**config.mk**
```make
export PLATFORM = sky130hd
export DESIGN_NAME = harm_demod
export DESIGN_NICKNAME = d
export VERILOG_FILES = /design/src/rtl/harm_demod_pkg.sv /design/src/rtl/hd_sine_lut.sv /design/src/rtl/hd_phase_gen.sv /design/src/rtl/harm_demod.sv
export SDC_FILE = /design/constraint.sdc
export NUM_CORES = 2
export LEC_CHECK = 0
export ABC_AREA = 1
export BUFFER_PORTS_ARGS = -buffer_cell sky130_fd_sc_hd__buf_2
export CORE_MARGIN = 10
export CORE_UTILIZATION = 65
export CTS_CLUSTER_SIZE = 10
export DETAILED_ROUTE_END_ITERATION = 10
export PLACE_DENSITY = 0.82
export RECOVER_POWER = 100
export REMOVE_ABC_BUFFERS = 1
export SYNTH_ARGS = -nofsm -noshare
export SYNTH_HDL_FRONTEND = slang
export SYNTH_SLANG_ARGS = --single-unit
```
**constraint.sdc**
```tcl
create_clock -name clk -period 16.4 [get_ports clk]
set_input_delay 3.28 -clock clk [delete_from_list [all_inputs] [get_ports clk]]
set_output_delay 3.28 -clock clk [all_outputs]
set_load 0.005 [all_outputs]
```
**src/rtl/harm_demod_pkg.sv**
```systemverilog
package harm_demod_pkg;

  // setting select codes on the write port
  typedef enum logic [1:0] {
    CFG_FREQ  = 2'd0,
    CFG_HARM  = 2'd1,
    CFG_PHASE = 2'd2,
    CFG_NONE  = 2'd3
  } cfg_sel_e;

  localparam int HARM_W   = 7;
  localparam int HARM_MAX = 99;

endpackage

```
**src/rtl/hd_sine_lut.sv**
```systemverilog
// Quarter-wave sine lookup: the quadrant comes from the top two index bits,
// the table holds Q+1 points from 0 to 90 degrees inclusive.
module hd_sine_lut #(
  parameter int DW = 16,
  parameter int AW = 6
) (
  input  logic [AW+1:0]        pidx,
  output logic signed [DW-1:0] value
);

  localparam int  Q   = 1 << AW;
  localparam int  AMP = (1 << (DW - 1)) - 1;
  localparam real PI  = 3.14159265358979323846;

  logic [DW-1:0] tbl [0:Q];

  for (genvar g = 0; g <= Q; g++) begin : g_tbl
    localparam real ANG = PI * real'(g) / (2.0 * real'(Q));
    localparam int  VAL = $rtoi(real'(AMP) * $sin(ANG) + 0.5);
    assign tbl[g] = VAL[DW-1:0];
  end

  logic [1:0]    quad;
  logic [AW-1:0] idx;
  logic [AW:0]   addr;
  logic [DW-1:0] mag;

  always_comb begin
    quad  = pidx[AW+1:AW];
    idx   = pidx[AW-1:0];
    addr  = quad[0] ? ((AW+1)'(Q) - {1'b0, idx}) : {1'b0, idx};
    mag   = tbl[addr];
    value = quad[1] ? -$signed(mag) : $signed(mag);
  end

endmodule

```
**src/rtl/hd_phase_gen.sv**
```systemverilog
// Fundamental and harmonic phase accumulators with staged settings.
module hd_phase_gen
  import harm_demod_pkg::*;
#(
  parameter int PW   = 32,
  parameter int HW   = HARM_W,
  parameter int HMAX = HARM_MAX
) (
  input  logic          clk,
  input  logic          rst_n,
  input  logic          smp_en,
  input  logic          cfg_we,
  input  logic [1:0]    cfg_sel,
  input  logic [PW-1:0] cfg_wdata,
  output logic [PW-1:0] fund_ph,
  output logic [PW-1:0] harm_ph,
  output logic [PW-1:0] ofs_ph,
  output logic          harm_rej
);

  localparam int PAD = PW - HW;
  localparam logic [2*PW-1:0] LIMIT = {{(2*PW-1){1'b0}}, 1'b1} << (PW - 2);

  // shadow (written) and active (in use) settings
  logic [PW-1:0] sh_freq, sh_freq_d, sh_th, sh_th_d;
  logic [HW-1:0] sh_n, sh_n_d;
  logic [PW-1:0] act_freq, act_freq_d, act_th, act_th_d;
  logic [HW-1:0] act_n, act_n_d;
  logic          pend, pend_d, rej_q, rej_d;
  logic [PW-1:0] hstep, hstep_d, f_q, f_d, h_q, h_d;

  logic              wr_freq, wr_harm, wr_phase, harm_ok;
  logic [HW-1:0]     cand;
  logic [2*PW-1:0]   cand_prod;
  logic [PW-1:0]     sh_n_ext;

  always_comb begin
    wr_freq   = cfg_we && (cfg_sel_e'(cfg_sel) == CFG_FREQ);
    wr_harm   = cfg_we && (cfg_sel_e'(cfg_sel) == CFG_HARM);
    wr_phase  = cfg_we && (cfg_sel_e'(cfg_sel) == CFG_PHASE);
    cand      = cfg_wdata[HW-1:0];
    cand_prod = {{PW{1'b0}}, {{PAD{1'b0}}, cand}} * {{PW{1'b0}}, sh_freq};
    harm_ok   = (cand != '0) && (cand <= HW'(HMAX)) && (cand_prod <= LIMIT);
    sh_n_ext  = {{PAD{1'b0}}, sh_n};
  end

  // next-state logic
  always_comb begin
    sh_freq_d  = wr_freq  ? cfg_wdata : sh_freq;
    sh_th_d    = wr_phase ? cfg_wdata : sh_th;
    sh_n_d     = (wr_harm && harm_ok) ? cand : sh_n;
    rej_d      = wr_harm ? !harm_ok : rej_q;
    pend_d     = pend;
    act_freq_d = act_freq;
    act_th_d   = act_th;
    act_n_d    = act_n;
    hstep_d    = hstep;
    f_d        = f_q;
    h_d        = h_q;
    if (smp_en) begin
      pend_d = 1'b0;
      if (pend) begin
        act_freq_d = sh_freq;
        act_th_d   = sh_th;
        act_n_d    = sh_n;
        f_d        = f_q + sh_freq;
        h_d        = sh_n_ext * f_d;
        hstep_d    = sh_n_ext * sh_freq;
      end else begin
        f_d = f_q + act_freq;
        h_d = h_q + hstep;
      end
    end
    if (wr_freq || wr_phase || (wr_harm && harm_ok)) pend_d = 1'b1;
  end

  // registers
  always_ff @(posedge clk or negedge rst_n) begin
    if (!rst_n) begin
      sh_freq  <= '0;
      sh_th    <= '0;
      sh_n     <= HW'(1);
      act_freq <= '0;
      act_th   <= '0;
      act_n    <= HW'(1);
      pend     <= 1'b0;
      rej_q    <= 1'b0;
      hstep    <= '0;
      f_q      <= '0;
      h_q      <= '0;
    end else begin
      sh_freq  <= sh_freq_d;
      sh_th    <= sh_th_d;
      sh_n     <= sh_n_d;
      act_freq <= act_freq_d;
      act_th   <= act_th_d;
      act_n    <= act_n_d;
      pend     <= pend_d;
      rej_q    <= rej_d;
      hstep    <= hstep_d;
      f_q      <= f_d;
      h_q      <= h_d;
    end
  end

  assign fund_ph  = f_q;
  assign harm_ph  = h_q;
  assign ofs_ph   = act_th;
  assign harm_rej = rej_q;

  logic [PW-1:0] sync_ref;
  assign sync_ref = {{PAD{1'b0}}, act_n} * fund_ph;


  harm_sync_chk: assert property (@(posedge clk) disable iff (!rst_n)
    harm_ph == sync_ref);


  harm_range_chk: assert property (@(posedge clk) disable iff (!rst_n)
    (act_n >= HW'(1)) && (act_n <= HW'(HMAX)));


  harm_keep_chk: assert property (@(posedge clk) disable iff (!rst_n)
    (wr_harm && !harm_ok) |=> ($stable(sh_n) && harm_rej));


  phase_hold_chk: assert property (@(posedge clk) disable iff (!rst_n)
    !smp_en |=> ($stable(fund_ph) && $stable(harm_ph)));

endmodule

```
**src/rtl/harm_demod.sv**
```systemverilog
module harm_demod
  import harm_demod_pkg::*;
#(
  parameter int PW   = 32,
  parameter int SW   = 16,
  parameter int AW   = 6,
  parameter int HW   = HARM_W,
  parameter int HMAX = HARM_MAX
) (
  input  logic                 clk,
  input  logic                 rst_n,
  input  logic                 in_valid,
  input  logic signed [SW-1:0] in_sample,
  input  logic                 cfg_we,
  input  logic [1:0]           cfg_sel,
  input  logic [PW-1:0]        cfg_wdata,
  output logic                 harm_rej,
  output logic                 out_valid,
  output logic signed [2*SW-1:0] out_x,
  output logic signed [2*SW-1:0] out_y,
  output logic signed [SW-1:0] ref_sine
);

  localparam int IW  = AW + 2;
  localparam int PRW = 2 * SW;
  localparam int NL  = 3;
  localparam int LX  = 0;
  localparam int LY  = 1;
  localparam int LF  = 2;
  localparam longint AMP = (longint'(1) << (SW - 1)) - 1;
  localparam logic [PW-1:0] QTR = {{(PW-1){1'b0}}, 1'b1} << (PW - 2);

  // reset: asynchronous assert, synchronous release
  logic [1:0] rsync;
  logic       srst_n;
  always_ff @(posedge clk or negedge rst_n) begin
    if (!rst_n) rsync <= 2'b00;
    else        rsync <= {rsync[0], 1'b1};
  end
  assign srst_n = rsync[1];

  logic [PW-1:0] fund_ph, harm_ph, ofs_ph;

  hd_phase_gen #(.PW(PW), .HW(HW), .HMAX(HMAX)) u_phase (
    .clk      (clk),
    .rst_n    (srst_n),
    .smp_en   (in_valid),
    .cfg_we   (cfg_we),
    .cfg_sel  (cfg_sel),
    .cfg_wdata(cfg_wdata),
    .fund_ph  (fund_ph),
    .harm_ph  (harm_ph),
    .ofs_ph   (ofs_ph),
    .harm_rej (harm_rej)
  );

  // stage 1: sample and table indices, stage 2: sine values, stage 3: products
  logic                 v1, v1_d, v2, v2_d, ov_d;
  logic signed [SW-1:0] smp1, smp1_d, smp2, smp2_d;
  logic [IW-1:0]        idx1 [NL];
  logic [IW-1:0]        idx1_d [NL];
  logic signed [SW-1:0] lut_o [NL];
  logic signed [SW-1:0] sv2 [NL];
  logic signed [SW-1:0] sv2_d [NL];
  logic signed [PRW-1:0] ox_d, oy_d;
  logic signed [SW-1:0]  os_d;

  for (genvar g = 0; g < NL; g++) begin : g_lane
    hd_sine_lut #(.DW(SW), .AW(AW)) u_lut (
      .pidx (idx1[g]),
      .value(lut_o[g])
    );
  end

  always_comb begin
    v1_d   = in_valid;
    smp1_d = smp1;
    idx1_d = idx1;
    if (in_valid) begin
      smp1_d     = in_sample;
      idx1_d[LX] = IW'((harm_ph + ofs_ph) >> (PW - IW));
      idx1_d[LY] = IW'((harm_ph + ofs_ph + QTR) >> (PW - IW));
      idx1_d[LF] = IW'(fund_ph >> (PW - IW));
    end
    v2_d   = v1;
    smp2_d = smp2;
    sv2_d  = sv2;
    if (v1) begin
      smp2_d = smp1;
      sv2_d  = lut_o;
    end
    ov_d = v2;
    ox_d = out_x;
    oy_d = out_y;
    os_d = ref_sine;
    if (v2) begin
      ox_d = PRW'(smp2) * PRW'(sv2[LX]);
      oy_d = PRW'(smp2) * PRW'(sv2[LY]);
      os_d = sv2[LF];
    end
  end

  always_ff @(posedge clk or negedge srst_n) begin
    if (!srst_n) begin
      v1        <= 1'b0;
      v2        <= 1'b0;
      smp1      <= '0;
      smp2      <= '0;
      out_valid <= 1'b0;
      out_x     <= '0;
      out_y     <= '0;
      ref_sine  <= '0;
      for (int i = 0; i < NL; i++) begin
        idx1[i] <= '0;
        sv2[i]  <= '0;
      end
    end else begin
      v1        <= v1_d;
      v2        <= v2_d;
      smp1      <= smp1_d;
      smp2      <= smp2_d;
      idx1      <= idx1_d;
      sv2       <= sv2_d;
      out_valid <= ov_d;
      out_x     <= ox_d;
      out_y     <= oy_d;
      ref_sine  <= os_d;
    end
  end

  logic signed [63:0] nrm_err;
  assign nrm_err = 64'(sv2[LX]) * 64'(sv2[LY]) * 0
                 + 64'(sv2[LX]) * 64'(sv2[LX])
                 + 64'(sv2[LY]) * 64'(sv2[LY]) - AMP * AMP;


  quad_norm_chk: assert property (@(posedge clk) disable iff (!srst_n)
    v2 |-> ((nrm_err <= 2 * AMP) && (nrm_err >= -2 * AMP)));


  out_lat_chk: assert property (@(posedge clk) disable iff (!srst_n)
    in_valid |=> ##2 out_valid);

endmodule

```
==> impl_metrics.sql <==
INSERT INTO impl_metrics (metric_group, metric, value, unit) VALUES
('synth', 'yosys_register_bits', '416', ''),
('global_route', 'number_of_global_route_vias_before_repair', '61500', ''),
('floorplan', 'starting_density_of_the_core', '65.4', '%'),
('clock_network', 'cts.sink_count', '416', ''),
('synth', 'synth_cell_types', '68', ''),
('clock_network', 'cts_tree', 'yes', ''),
('finish', 'synthToLayoutAreaGrowth', '4.32', '%'),
('finish', 'final_layout_size_suffix_gt1_share', '3.35', '%'),
('synth', 'synth_top_area_cell', 'sky130_fd_sc_hd__fa_1', ''),
('floorplan', 'i_o_pin_total', '136', ''),
('synth', 'synth-async-reset-ratio', '100', '%'),
('placed_design', 'dp_hpwl', '155', 'mm'),
('critical_path', 'worstSetupEndpointType', 'register', ''),
('route', 'first_pass_iters', '6', ''),
('finish', 'layout.nets', '10500', ''),
('synth', 'synthesis.yosys.warnings', '0', ''),
('synth', 'ys_seq_area_share', '15.6', '%'),
('placed_design', 'numPortBuffers', '135', ''),
('route', 'viasPerCell', '5.74', ''),
('run_status', 'status', 'finished with violations', ''),
('route', 'route.final.wire_length', '197', 'mm'),
('worst_hold_path', 'hold_path.class', 'register to register', ''),
('critical_path', 'worstPathCellList', 'clkbuf_1, nand2_1, clkinv_1, clkbuf_1, nand2_1, nand2_1', ''),
('synth', 'post-synth-top-count-cell', 'sky130_fd_sc_hd__nand2_1', ''),
('timing', 'fraction_of_the_cycle_the_final_worst_path_needs', '67.1', '%'),
('timing', 'final_hold_fails', '0', ''),
('timing', 'timing.final.max_slew_violations', '1149', ''),
('floorplan', 'fp.dieArea', '116000', 'um2'),
('route', 'post-route-drc-count', '0', ''),
('finish', 'stdcell_area', '69400', 'um2'),
('critical_path', 'timing.critical_path.from_type', 'primary input', ''),
('clock_network', 'numCtsBuffers', '54', ''),
('timing', 'worst_slew_margin_rel', '-199', '%'),
('synth', 'post_synth_instance_area', '66500', 'um2'),
('route', 'ant_nets', '0', ''),
('timing', 'layout_min_cycle_time', '11000', 'ps'),
('clock_network', 'cts_setup_buffers', '0', ''),
('timing', 'setup_viol', '0', ''),
('placed_design', 'postPlaceCellArea', '68000', 'um2'),
('route', 'detail_route.iter0.violations', '4777', ''),
('synth', 'post_synth_inst_count', '9119', ''),
('placed_design', 'final_weighted_congestion_in_routability_driven_placement', '1.00', ''),
('global_route', 'track_usage', '33.9', '%'),
('timing', 'grt_setup_unrepaired', 'no', ''),
('timing', 'worstMarginPinSlew', '4480', 'ps'),
('critical_path', 'cp.arrival', '11600', 'ps'),
('floorplan', 'dieHeight', '340', 'um'),
('critical_path', 'worst-r2r-setup-slack', '8370', 'ps'),
('synth', 'synthesis.area_per_instance', '7.30', 'um2'),
('critical_path', 'worstPathRequired', '16990', 'ps'),
('clock_network', 'postCtsHoldBufs', '0', ''),
('critical_path', 'timing.critical_path.mode_cell', 'sky130_fd_sc_hd__nand2_1', ''),
('route', 'drt-wirelength-per-cell', '18.9', 'um'),
('critical_path', 'worst_path_max_delay_cell', 'sky130_fd_sc_hd__clkbuf_1', ''),
('global_route', 'pin_count_of_the_biggest_net_entering_global_routing', '166', ''),
('global_route', 'grt_pass1_wl', '318', 'mm'),
('timing', 'worst_clock_skew', '49.4', 'ps'),
('clock_network', 'insertion_delay', '690', 'ps'),
('critical_path', 'critical_path_class', 'primary input to register', ''),
('clock_network', 'clk_pin_slew_worst_paths', '60', 'ps'),
('floorplan', 'floorplan.core_area', '102000', 'um2'),
('finish', 'final_core_utilization', '68.2', '%'),
('route', 'via_count', '59700', ''),
('synth', 'post_synth_main_area_contributors', 'sky130_fd_sc_hd__fa_1, sky130_fd_sc_hd__dfrtp_1, sky130_fd_sc_hd__nand2_1', ''),
('timing', 'setup_tns', '0', 'ps'),
('finish', 'n_antenna_cell', '0', ''),
('floorplan', 'rows', '117', ''),
('critical_path', 'worstPathMaxFanout', '90', ''),
('job', 'max_cap_viol_count', '19', ''),
('clock_network', 'cts_max_level', '2', ''),
('clock_network', 'clock_tree.root_cell', 'sky130_fd_sc_hd__clkbuf_16', ''),
('floorplan', 'floorplan.die.width', '340', 'um'),
('critical_path', 'slowest_delay', '2970', 'ps'),
('global_route', 'residual_overflow_from_global_routing', '0', ''),
('synth', 'synth-edff-count', '0', ''),
('clock_network', 'cts_buffer_depth', '3', ''),
('clock_network', 'number_of_gates_resized_after_cts', '0', ''),
('synth', 'ys.flop_type', 'sky130_fd_sc_hd__dfrtp_1', ''),
('run_status', 'violations_in_the_final_reports', 'capacitance limit, slew limit', ''),
('global_route', 'grt_antenna_before_repair', '1', ''),
('synth', 'yosys_top_cell_area_share', '28.3', '%'),
('synth', 'synth_common_cells', 'sky130_fd_sc_hd__nand2_1, sky130_fd_sc_hd__inv_1, sky130_fd_sc_hd__fa_1', ''),
('timing', 'fmaxAchievable', '0.0909', 'GHz');
## per-stage QoR
stage	setup slack [ps]	hold WS (ps)	cells
6_report	5400	355	10400
5_1_grt	4550	388	10400
4_1_cts	8080	362	10400
3_5_place_dp	7420	349	10300
3_3_place_gp	7550	338	10300
2_1_floorplan	3950	331	8725
## cell families after synthesis
group           after synthesis  share of synthesized area [%]
simple gates               3786                           22.8
buf+inv                    2208                           12.7
fa+ha+maj                  1395                           36.8
compound gates             1133                           9.60
flops                       416                           15.6
xor+xnor                    180                           2.41
other cells                   1                        0.00564
## registers in the layout (all words and copies together), names as in the netlist
signal / count
u_phase.fund_ph: 32
u_phase.pend: 1
out_y: 32
u_phase.ofs_ph: 32
v1: 1
out_x: 32
u_phase.hstep: 32
smp2: 16
u_phase.act_freq: 32
u_phase.sh_freq: 32
smp1: 16
rsync: 2
ov_d: 1
sv2: 48
idx1: 18
u_phase.harm_rej: 1
u_phase.harm_ph: 32
ref_sine: 16
u_phase.sh_th: 32
out_valid: 1
u_phase.sh_n: 7
## worst max-delay path: cells and delay by family
kind / cells / cell delay (ps)
buffers and inverters: 3 / 4870
and+or+nand+nor: 3 / 3230
## layout make-up
class	instances	area, um2
Fill cell	8740	32300
Timing Repair Buffer	221	1180
Inverter	1814	6820
Tap cell	1368	1710
Sequential cell	416	10400
Clock inverter	15	136
Clock buffer	78	1520
Multi-Input combinational cell	6495	47600
## per-layer routing
| metal | part of all wire, % | vias to the layer above | GRT usage [%] |
|---|---|---|---|
| met4 | 6.2 | 2 | 17.7 |
| met1 | 38 | 28800 | 41.2 |
| met2 | 48 | 2734 | 57.7 |
| met3 | 8.0 | 691 | 5.52 |
| li1 | - | 27500 | - |
| met5 | 0.0066 | - | 0 |
## placed cells by master, fill, tap and decap left out, types with 57 or more instances in the layout
master	instances
sky130_fd_sc_hd__inv_1	1783
sky130_fd_sc_hd__nor2_1	563
sky130_fd_sc_hd__nand2_1	2695
sky130_fd_sc_hd__a21oi_1	381
sky130_fd_sc_hd__fa_1	940
sky130_fd_sc_hd__buf_4	72
sky130_fd_sc_hd__clkbuf_1	114
sky130_fd_sc_hd__o21ai_0	426
sky130_fd_sc_hd__xor2_1	92
sky130_fd_sc_hd__ha_1	455
sky130_fd_sc_hd__nand4_1	57
sky130_fd_sc_hd__xnor2_1	86
sky130_fd_sc_hd__nand3_1	324
sky130_fd_sc_hd__a31oi_1	74
sky130_fd_sc_hd__dfrtp_1	414
## path summary, 6_finish.rpt
kind	to	cells past startpoint	from
worst max-delay path	u_phase.ofs_ph[26]	6	in_valid
worst min-delay path	rsync[1]	0	rsync[0]
worst max register to register	u_phase.harm_ph[27]	29	u_phase.sh_freq[0]
worst min register to register	rsync[1]	0	rsync[0]
max in group asynchronous	out_x[1]	2	rsync[1]
min in group asynchronous	idx1[0]	0	rsync[1]
Power is not shown: default switching activity piles up to over one toggle a cycle in this logic, so the estimate is an artifact.
